[src/rtl/hec_rx_pkg.sv]
package hec_rx_pkg;

    localparam int CRC_W = 8;

    typedef enum logic {
        MODE_CORR = 1'b0,
        MODE_DET  = 1'b1
    } mode_e;

    // Remainder of x^pos modulo the generator (low CRC_W bits given in poly).
    function automatic logic [CRC_W-1:0] pos_syndrome(input int pos,
                                                       input logic [CRC_W-1:0] poly);
        logic [CRC_W-1:0] r;
        logic             top;
        r = {{(CRC_W-1){1'b0}}, 1'b1};
        for (int k = 0; k < pos; k++) begin
            top = r[CRC_W-1];
            r   = r << 1;
            if (top) r = r ^ poly;
        end
        return r;
    endfunction

endpackage

[src/rtl/hec_syndrome.sv]
module hec_syndrome
    import hec_rx_pkg::*;
#(
    parameter int                 HDR_W = 40,
    parameter logic [CRC_W-1:0]   POLY  = 8'h07
) (
    input  logic [HDR_W-1:0] hdr_i,
    output logic [CRC_W-1:0] syn_o
);

    logic [CRC_W-1:0] term [HDR_W];

    // Each set bit contributes its own x^i mod g.
    for (genvar i = 0; i < HDR_W; i++) begin : g_term
        localparam logic [CRC_W-1:0] SYN_I = pos_syndrome(i, POLY);
        assign term[i] = hdr_i[i] ? SYN_I : '0;
    end

    always_comb begin
        syn_o = '0;
        for (int i = 0; i < HDR_W; i++) begin
            syn_o = syn_o ^ term[i];
        end
    end

endmodule

[src/rtl/hec_locator.sv]
module hec_locator
    import hec_rx_pkg::*;
#(
    parameter int                 HDR_W = 40,
    parameter logic [CRC_W-1:0]   POLY  = 8'h07
) (
    input  logic             clk,
    input  logic             rst_n,
    input  logic [HDR_W-1:0] hdr_i,
    input  logic [CRC_W-1:0] syn_i,
    output logic             syn_zero_o,
    output logic             single_o,
    output logic [HDR_W-1:0] fixed_o
);

    logic [HDR_W-1:0] hit;

    // Syndrome table: one comparator per bit position.
    for (genvar i = 0; i < HDR_W; i++) begin : g_cmp
        localparam logic [CRC_W-1:0] SYN_I = pos_syndrome(i, POLY);
        assign hit[i] = (syn_i == SYN_I);
    end

    assign syn_zero_o = (syn_i == '0);
    assign single_o   = |hit;
    assign fixed_o    = hdr_i ^ hit;

    // at most one bit may ever be repaired
    one_flip_chk: assert property (@(posedge clk) disable iff (!rst_n)
        $onehot0(hit));

    // a clean syndrome never selects a repair position
    clean_no_flip_chk: assert property (@(posedge clk) disable iff (!rst_n)
        syn_zero_o |-> (fixed_o == hdr_i));

endmodule

[src/rtl/hec_policy.sv]
module hec_policy
    import hec_rx_pkg::*;
#(
    parameter int HDR_W = 40
) (
    input  logic             clk,
    input  logic             rst_n,
    input  logic             vld_i,
    input  logic [HDR_W-1:0] raw_i,
    input  logic [HDR_W-1:0] fixed_i,
    input  logic             syn_zero_i,
    input  logic             single_i,
    output logic             res_vld_o,
    output logic [HDR_W-1:0] hdr_o,
    output logic             deliver_o,
    output logic             mode_o
);

    typedef struct packed {
        mode_e            mode;
        logic             vld;
        logic             deliver;
        logic [HDR_W-1:0] hdr;
    } state_t;

    state_t st_d, st_q;

    always_comb begin
        st_d     = st_q;
        st_d.vld = vld_i;
        if (vld_i) begin
            st_d.hdr     = raw_i;
            st_d.deliver = 1'b0;
            unique case (st_q.mode)
                MODE_CORR: begin
                    if (syn_zero_i) begin
                        st_d.deliver = 1'b1;
                    end else if (single_i) begin
                        st_d.deliver = 1'b1;
                        st_d.hdr     = fixed_i;
                        st_d.mode    = MODE_DET;
                    end else begin
                        st_d.mode    = MODE_DET;
                    end
                end
                MODE_DET: begin
                    if (syn_zero_i) begin
                        st_d.deliver = 1'b1;
                        st_d.mode    = MODE_CORR;
                    end
                end
                default: st_d.mode = MODE_CORR;
            endcase
        end
    end

    always_ff @(posedge clk or negedge rst_n) begin
        if (!rst_n) begin
            st_q <= '{mode: MODE_CORR, vld: 1'b0, deliver: 1'b0, hdr: '0};
        end else begin
            st_q <= st_d;
        end
    end

    assign res_vld_o = st_q.vld;
    assign hdr_o     = st_q.hdr;
    assign deliver_o = st_q.deliver;
    assign mode_o    = st_q.mode;


    strobe_to_result_chk: assert property (@(posedge clk) disable iff (!rst_n)
        vld_i |=> res_vld_o);


    no_strobe_no_result_chk: assert property (@(posedge clk) disable iff (!rst_n)
        !vld_i |=> !res_vld_o);


    idle_mode_hold_chk: assert property (@(posedge clk) disable iff (!rst_n)
        !vld_i |=> $stable(mode_o));


    corr_single_fix_chk: assert property (@(posedge clk) disable iff (!rst_n)
        (vld_i && mode_o == MODE_CORR && !syn_zero_i && single_i)
        |=> (deliver_o && mode_o == MODE_DET));


    corr_multi_drop_chk: assert property (@(posedge clk) disable iff (!rst_n)
        (vld_i && mode_o == MODE_CORR && !syn_zero_i && !single_i)
        |=> (!deliver_o && mode_o == MODE_DET));


    det_error_drop_chk: assert property (@(posedge clk) disable iff (!rst_n)
        (vld_i && mode_o == MODE_DET && !syn_zero_i)
        |=> (!deliver_o && mode_o == MODE_DET));


    det_clean_return_chk: assert property (@(posedge clk) disable iff (!rst_n)
        (vld_i && mode_o == MODE_DET && syn_zero_i)
        |=> (deliver_o && mode_o == MODE_CORR));


    drop_keeps_raw_chk: assert property (@(posedge clk) disable iff (!rst_n)
        vld_i |=> (deliver_o || hdr_o == $past(raw_i)));

endmodule

[src/rtl/hec_rx.sv]
module hec_rx
    import hec_rx_pkg::*;
#(
    parameter int                 HDR_W = 40,
    parameter logic [CRC_W-1:0]   POLY  = 8'h07
) (
    input  logic             clk,
    input  logic             rst_n,
    input  logic             hdr_vld_i,
    input  logic [HDR_W-1:0] hdr_i,
    output logic             res_vld_o,
    output logic [HDR_W-1:0] hdr_o,
    output logic             deliver_o,
    output logic             mode_o
);

    logic [CRC_W-1:0] syn;
    logic             syn_zero;
    logic             single;
    logic [HDR_W-1:0] fixed;

    hec_syndrome #(.HDR_W(HDR_W), .POLY(POLY)) u_syn (
        .hdr_i (hdr_i),
        .syn_o (syn)
    );

    hec_locator #(.HDR_W(HDR_W), .POLY(POLY)) u_loc (
        .clk        (clk),
        .rst_n      (rst_n),
        .hdr_i      (hdr_i),
        .syn_i      (syn),
        .syn_zero_o (syn_zero),
        .single_o   (single),
        .fixed_o    (fixed)
    );

    hec_policy #(.HDR_W(HDR_W)) u_pol (
        .clk        (clk),
        .rst_n      (rst_n),
        .vld_i      (hdr_vld_i),
        .raw_i      (hdr_i),
        .fixed_i    (fixed),
        .syn_zero_i (syn_zero),
        .single_i   (single),
        .res_vld_o  (res_vld_o),
        .hdr_o      (hdr_o),
        .deliver_o  (deliver_o),
        .mode_o     (mode_o)
    );

endmodule

[config.mk]
export PLATFORM = sky130hd
export DESIGN_NAME = hec_rx
export DESIGN_NICKNAME = d
export VERILOG_FILES = /design/src/rtl/hec_rx_pkg.sv /design/src/rtl/hec_syndrome.sv /design/src/rtl/hec_locator.sv /design/src/rtl/hec_policy.sv /design/src/rtl/hec_rx.sv
export SDC_FILE = /design/constraint.sdc
export NUM_CORES = 1
export LEC_CHECK = 0
export CORE_ASPECT_RATIO = 1.1
export CORE_UTILIZATION = 45
export CTS_CLUSTER_SIZE = 16
export DETAILED_ROUTE_END_ITERATION = 7
export GPL_TIMING_DRIVEN = 0
export PLACE_DENSITY_LB_ADDON = 0.25
export SKIP_CTS_REPAIR_TIMING = 1
export SLEW_MARGIN = 20
export SYNTH_ARGS = -nofsm -noshare
export SYNTH_HDL_FRONTEND = slang
export SYNTH_HIERARCHICAL = 1
export SYNTH_SLANG_ARGS = --single-unit
[constraint.sdc]
create_clock -name clk -period 1.65 [get_ports clk]
set_clock_uncertainty 0.1 [all_clocks]
set_input_delay 0.165 -clock clk [delete_from_list [all_inputs] [get_ports clk]]
set_output_delay 0.165 -clock clk [all_outputs]
set_load 0.01 [all_outputs]
After elaboration in Yosys (flattened, before gate mapping)
Cells that the tools add are included.
Widths: inputs -> output; s select.
Operators by class
  reductions and logical operators: 2
  divide/modulo/power cells: 0
  shift operators: 0
  magnitude comparators: 0
  add/subtract/negate cells: 0
  bitwise gates (word level): 41
  mux-type cells: 47
  $mul: 0
  equality and inequality tests: 40
Operators with widths (count)
  $xor 8x8->8: 39
  $eq 8x8->1 const B: 14
  $mux 8: 14
  $eq 8x7->1 const B: 10
  $mux 40: 2
  $mux 7: 10
  $mux 41: 1
  $eq 8x6->1 const B: 5
  $reduce_or 40->1: 1
  $xor 40x40->40: 1
  $eq 8x5->1 const B: 4
  $mux 6: 5
  $eq 8x4->1 const B: 3
  $mux 5: 4
  $eq 8x3->1 const B: 2
  $mux 4: 3
  $eq 8x1->1 const B: 1
  $eq 8x2->1 const B: 1
  $logic_not 8->1: 1
  $mux 3: 2
  $mux 1: 4
  $mux 2: 1
  $pmux 1 s2: 1
  $not 1->1: 1
Word-level totals
  logic and storage cells: 134
  register bits after elaboration: 43
  bits in latches: 0
  input bits: 43
  RAM bits: 0
  output and inout bits: 43
  memory bits (read-only): 0
  memories kept: 0

Depth between registers and ports, before layout
  depth in word-level cells: 45
  depth in mapped cells: 16
  gate-level depth less buffers: 12

Modules after synthesis
The synthesis kept the hierarchy.
Modules (own cells, without submodules)
  hec_policy: seq. area each 1076.0 um2, cells an instance 229, times used 1, area an instance 1929.4 um2
  hec_locator: seq. area each 0.0 um2, cells an instance 200, times used 1, area an instance 1295.0 um2
  hec_syndrome: seq. area each 0.0 um2, cells an instance 55, times used 1, area an instance 840.8 um2

Least setup slack after synthesis
Ideal clock, no wire load.
  path kind: input to register
  start point: in hdr_i[37]
  end point: reg u_pol.st_q (netlist bit u_pol/hdr_o[33])
  setup time: 0.142 ns
  path buffers: 4
  stages on the path: 15
  path slack: -1.672 ns
  required time: 1.408 ns
  arrival: 3.081 ns
  cells stage by stage: xnor3_1 > xnor2_1 > xnor3_1 > buf_4 > buf_4 > nor4_1 > a32oi_1 > o22ai_1 > a211oi_1 > nand4b_1 > or3b_1 > buf_2 > buf_6 > nand2_1 > a31oi_1
Between the ends
  word-level cells in the longest chain between the ends: 9
  elaborated cells between the ends (all ways): 50
  those cells by class: eq/ne (40); mux (4); bitwise (4); reduce/logical (2)
Ends and longest elaborated chain
  from (decl): line hec_rx.sv:10  | input logic [HDR_W-1:0] hdr_i,
  $mux 8 (*): line hec_syndrome.sv:16  | assign term[i] = hdr_i[i] ? SYN_I : '0;
  $xor 8x8->8 (*) (3 in series): line hec_syndrome.sv:22  | syn_o = syn_o ^ term[i];
  named net syn[2]: line hec_rx.sv:17  | logic [CRC_W-1:0] syn;
  $eq 8x1->1 (tied with other cells): line hec_locator.sv:21  | assign hit[i] = (syn_i == SYN_I);
  $reduce_or 40->1 (*): line hec_locator.sv:25  | assign single_o = |hit;
  named net single: line hec_rx.sv:19  | logic single;
  $mux 41 (*): line hec_policy.sv:38  | end else if (single_i) begin
  $mux 40 (*): line hec_policy.sv:36  | if (syn_zero_i) begin
  $mux 40 (*): line hec_policy.sv:34  | unique case (st_q.mode)
  to (signal assigned): line hec_policy.sv:59  | st_q <= '{mode: MODE_CORR, vld: 1'b0, deliver: 1'b0, hdr: '0};
  to (signal assigned): line hec_policy.sv:61  | st_q <= st_d;
  to (decl): line hec_policy.sv:26  | state_t st_d, st_q;
The timed path passes the listed nets; every way through them passes the cells marked *.
A chain may end at the register's enable or synchronous reset.

Worst setup path after layout
  start point: in hdr_i[37]
  end point: reg u_pol.st_q (netlist bit u_pol/hdr_o[10])
The elaborated chain is that of the path after synthesis.

==> summary.md <==
| Metric | Value |
|---|---|
| Run status | complete, but fails checks |
| Failing checks | setup timing |
| Initial Util | 46.05% |
| DP HPWL | 10,870 µm |
| CP Data Required Time | 1.71 ns |
| Layout cells sized above 1 | 32.23% |
| Vias in the first global route | 3,816 |
| CTS root buffer | clkbuf_8 |
| # IOs | 86 |
| Area of the multi-input gates | 3239 µm² |
| Placed instance area | 5191 µm² |
| Critical path peak fanout | 7 |
| Register share of total power | 12.8% |
| Die area | 9418 µm² |
| Clk pin slew, worst setup/hold paths | 0.09 ns |
| Chip height | 101.7 µm |
| Pin count of the biggest net entering global routing | 32 |
| Worst Setup SP | hdr_i[37] |
| Mapped Area | 4065 µm² |
| Placed cells | 684 |
| ANT cells | 0 |
| Routed vias/inst | 5.827 |
| HP Start | hdr_i[14] |
| Register area | 1076 µm² |
| Grt ovf | 0 |
| Worst VDD drop | 2.032 mV |
| Core area | 8828 µm² |
| Vias | 4,353 |
| Slew @ Worst Pin | 0.7510 ns |
| Layout Nets | 675 |
| Initial antenna violation count | 0 |
| First-pass GRT wire length | 21,760 µm |
| Leak Pwr | 2.715 nW |
| WL/cell | 20.01 µm |
| Chip Width | 92.62 µm |
| GRT Overall Usage | 30.63% |
| Switching Fraction | 48.01% |
| CTS Buffer Depth | 2 |
| Routed WL | 14,950 µm |
| Final setup fails | 42 |
| Fin area | 6136 µm² |
| Pins over their slew limit | 0 |
| Drt first pass iters | 5 |
| Rows | 36 |
| Post-route antenna net violation count | 0 |
| Primary FF master, synth | dfrtp_1 |
| Netlist cell types | 47 |
| Iteration-0 DRC Markers | 327 |
| Area Overhead vs Synth | 50.94% |
| Fillers | 696 |
| Switching power | 4.534 mW |
| Final Hold Viols | 0 |
| Max transition margin | 49.47% |
| Pwr Density | 1539 nW/µm² |
| Clock sink total | 43 |
| Non-Filler Instances | 747 |
| Clock network fraction of total power | 7.2% |
| Post-Syn Instances | 484 |
| CP endpoint kind | register |
| Min cycle time layout | 3.524 ns |
| Hold WC Path Type | in2reg |
| Internal Pwr Total | 4.909 mW |
| DRC | 0 |
| RSZ-0062 raised after global routing | true |
| PortBufs | 85 |
| Setup CP Type | in2reg |
| Period utilization | 213.6% |
| H-tree Lvls | 2 |
| Comb pwr share | 80.0% |
| Syn_nets | 527 |
| Arrival time worst endpoint | 3.58 ns |
| Synth warnings | 6 |
| Synthesized flop and latch total | 43 |
| Async SR Flop Fraction | 100.0% |
| Min Hold Slack | 0.03652 ns |
| Reg2reg start | u_pol/mode_o$_DFFE_PN0P_ |
| Worst-Skew Late Latency | 0.29 ns |
| Critical Path Start Type | input port |
| Max-Cap Viols | 0 |
| CTS Buf Count | 5 |
| Seq/Total Area, Yosys | 26.47% |
| Avg Inst Size Synth | 8.399 µm² |
| Fmax | 283.8 MHz |
| TritonCTS clock tree | yes |
| Fin worst setup slack | -1.874 ns |
| Placer Congestion | 0.9731 |
| EDFF count, synth | 0 |
[Yosys cell counts, drive strengths merged (2+ instances only)]
cell type / instances / area, µm²
a211oi: 2 / 15.01
a21oi: 6 / 30.03
a31oi: 41 / 256.5
a32oi: 3 / 26.28
buf: 27 / 170.2
clkbuf: 7 / 26.28
dfrtp: 43 / 1076
nand2: 105 / 394.1
nand2b: 12 / 85.08
nand3: 18 / 90.09
nand4: 9 / 56.30
nand4b: 3 / 26.28
nor2: 57 / 214.0
nor2b: 7 / 43.79
nor3: 12 / 60.06
nor3b: 2 / 20.02
nor4: 7 / 65.06
o211a: 2 / 20.02
o21ai: 6 / 30.02
o22ai: 5 / 31.28
xnor2: 60 / 548.0
xnor3: 20 / 451.7
xor2: 14 / 122.6
xor3: 4 / 95.09
[kinds of logic after synthesis]
family / share of synthesized area, %
simple gates: 28.16
flops: 26.47
buf+inv: 4.925
xor+xnor: 29.95
compound gates: 10.50
[state kept, by name, summed over array words and instances (netlist names)]
register,cells
u_pol/hdr_o,40
u_pol/res_vld_o,1
u_pol/deliver_o,1
u_pol/mode_o,1
[worst max-delay path: stages]
cell and delay, ns:
buf_8 0.08, xnor3_2 0.43, buf_6 0.13, xnor3_1 0.37
xor3_2 0.53, buf_8 0.20, nor4_4 0.29, a32oi_1 0.13
o22ai_1 0.16, a211oi_1 0.08, nand4b_1 0.15, or3b_1 0.38
buf_6 0.17, clkbuf_16 0.16, nand2_1 0.05, a31oi_1 0.08
[final timing paths]
check	to	slack, ns	depth (start not counted)
max	u_pol/hdr_o[10]$_DFFE_PN0P_	-1.87	16
min	u_pol/hdr_o[14]$_DFFE_PN0P_	0.04	3
max reg2reg	u_pol/hdr_o[10]$_DFFE_PN0P_	0.09	5
min reg2reg	u_pol/hdr_o[11]$_DFFE_PN0P_	0.44	2
max in group asynchronous	u_pol/hdr_o[10]$_DFFE_PN0P_	0.79	3
min in group asynchronous	u_pol/hdr_o[29]$_DFFE_PN0P_	0.20	2
[power by group through the flow]
stage               sequential, mW  combinational [mW]  clock (mW)
global placement              1.23                5.26           0
finish                        1.21                7.55       0.684
global route                  1.22                7.84       0.756
CTS                           1.21                5.23       0.695
floorplan                     1.28                3.63           0
detailed placement            1.23                5.21           0
[per-layer routing]
| metal | vias up | part of all wire (%) | routed length (µm) | global-route usage, % |
|---|---|---|---|---|
| met5 | - | 0 | 0 | 0 |
| met4 | 0 | 3.6 | 540 | 13.61 |
| met3 | 43 | 6.8 | 1016 | 4.805 |
| met2 | 229 | 48 | 7154 | 49.00 |
| met1 | 2113 | 42 | 6239 | 41.18 |
| li1 | 1968 | - | - | - |
[stage by stage]
stage	TNS, ns	power, mW	util [%]	worst slack (ns)
3_5_place_dp	-126.24	6.438	58.80	-3.091
5_1_grt	-79.60	9.814	69.50	-1.949
2_1_floorplan	-63.25	4.911	-	-1.541
6_report	-76.36	9.442	69.50	-1.874
4_1_cts	-113.60	7.132	59.76	-2.792
3_3_place_gp	-160.30	6.486	58.63	-3.145
[placed cells by master (no fill, tap or decap), types with 8 or more instances in the layout]
cell and instances:
dfrtp_1 43, nand2b_1 8, nand4_1 9, nand2_1 84
buf_6 12, xnor2_2 13, clkbuf_1 8, clkbuf_2 17
nor2_1 49, dlymetal6s2s_1 13, xor2_1 10, xnor3_1 12
xnor3_2 8, nand2_2 19, nand3_1 16, a31oi_1 41
buf_4 55, xnor2_1 46, clkdlybuf4s50_1 45
[final cells by class]
class / instances / share of cell area (%)
clock buffer: 6 / 1.183
tap: 114 / 2.325
inverter: 1 / 0.06117
buffer: 34 / 4.955
clock inverter: 2 / 0.2039
sequential: 43 / 17.54
timing repair buffer: 141 / 20.94
multi-input combinational: 406 / 52.79
Note: power is estimated with default switching activity, not from simulation.
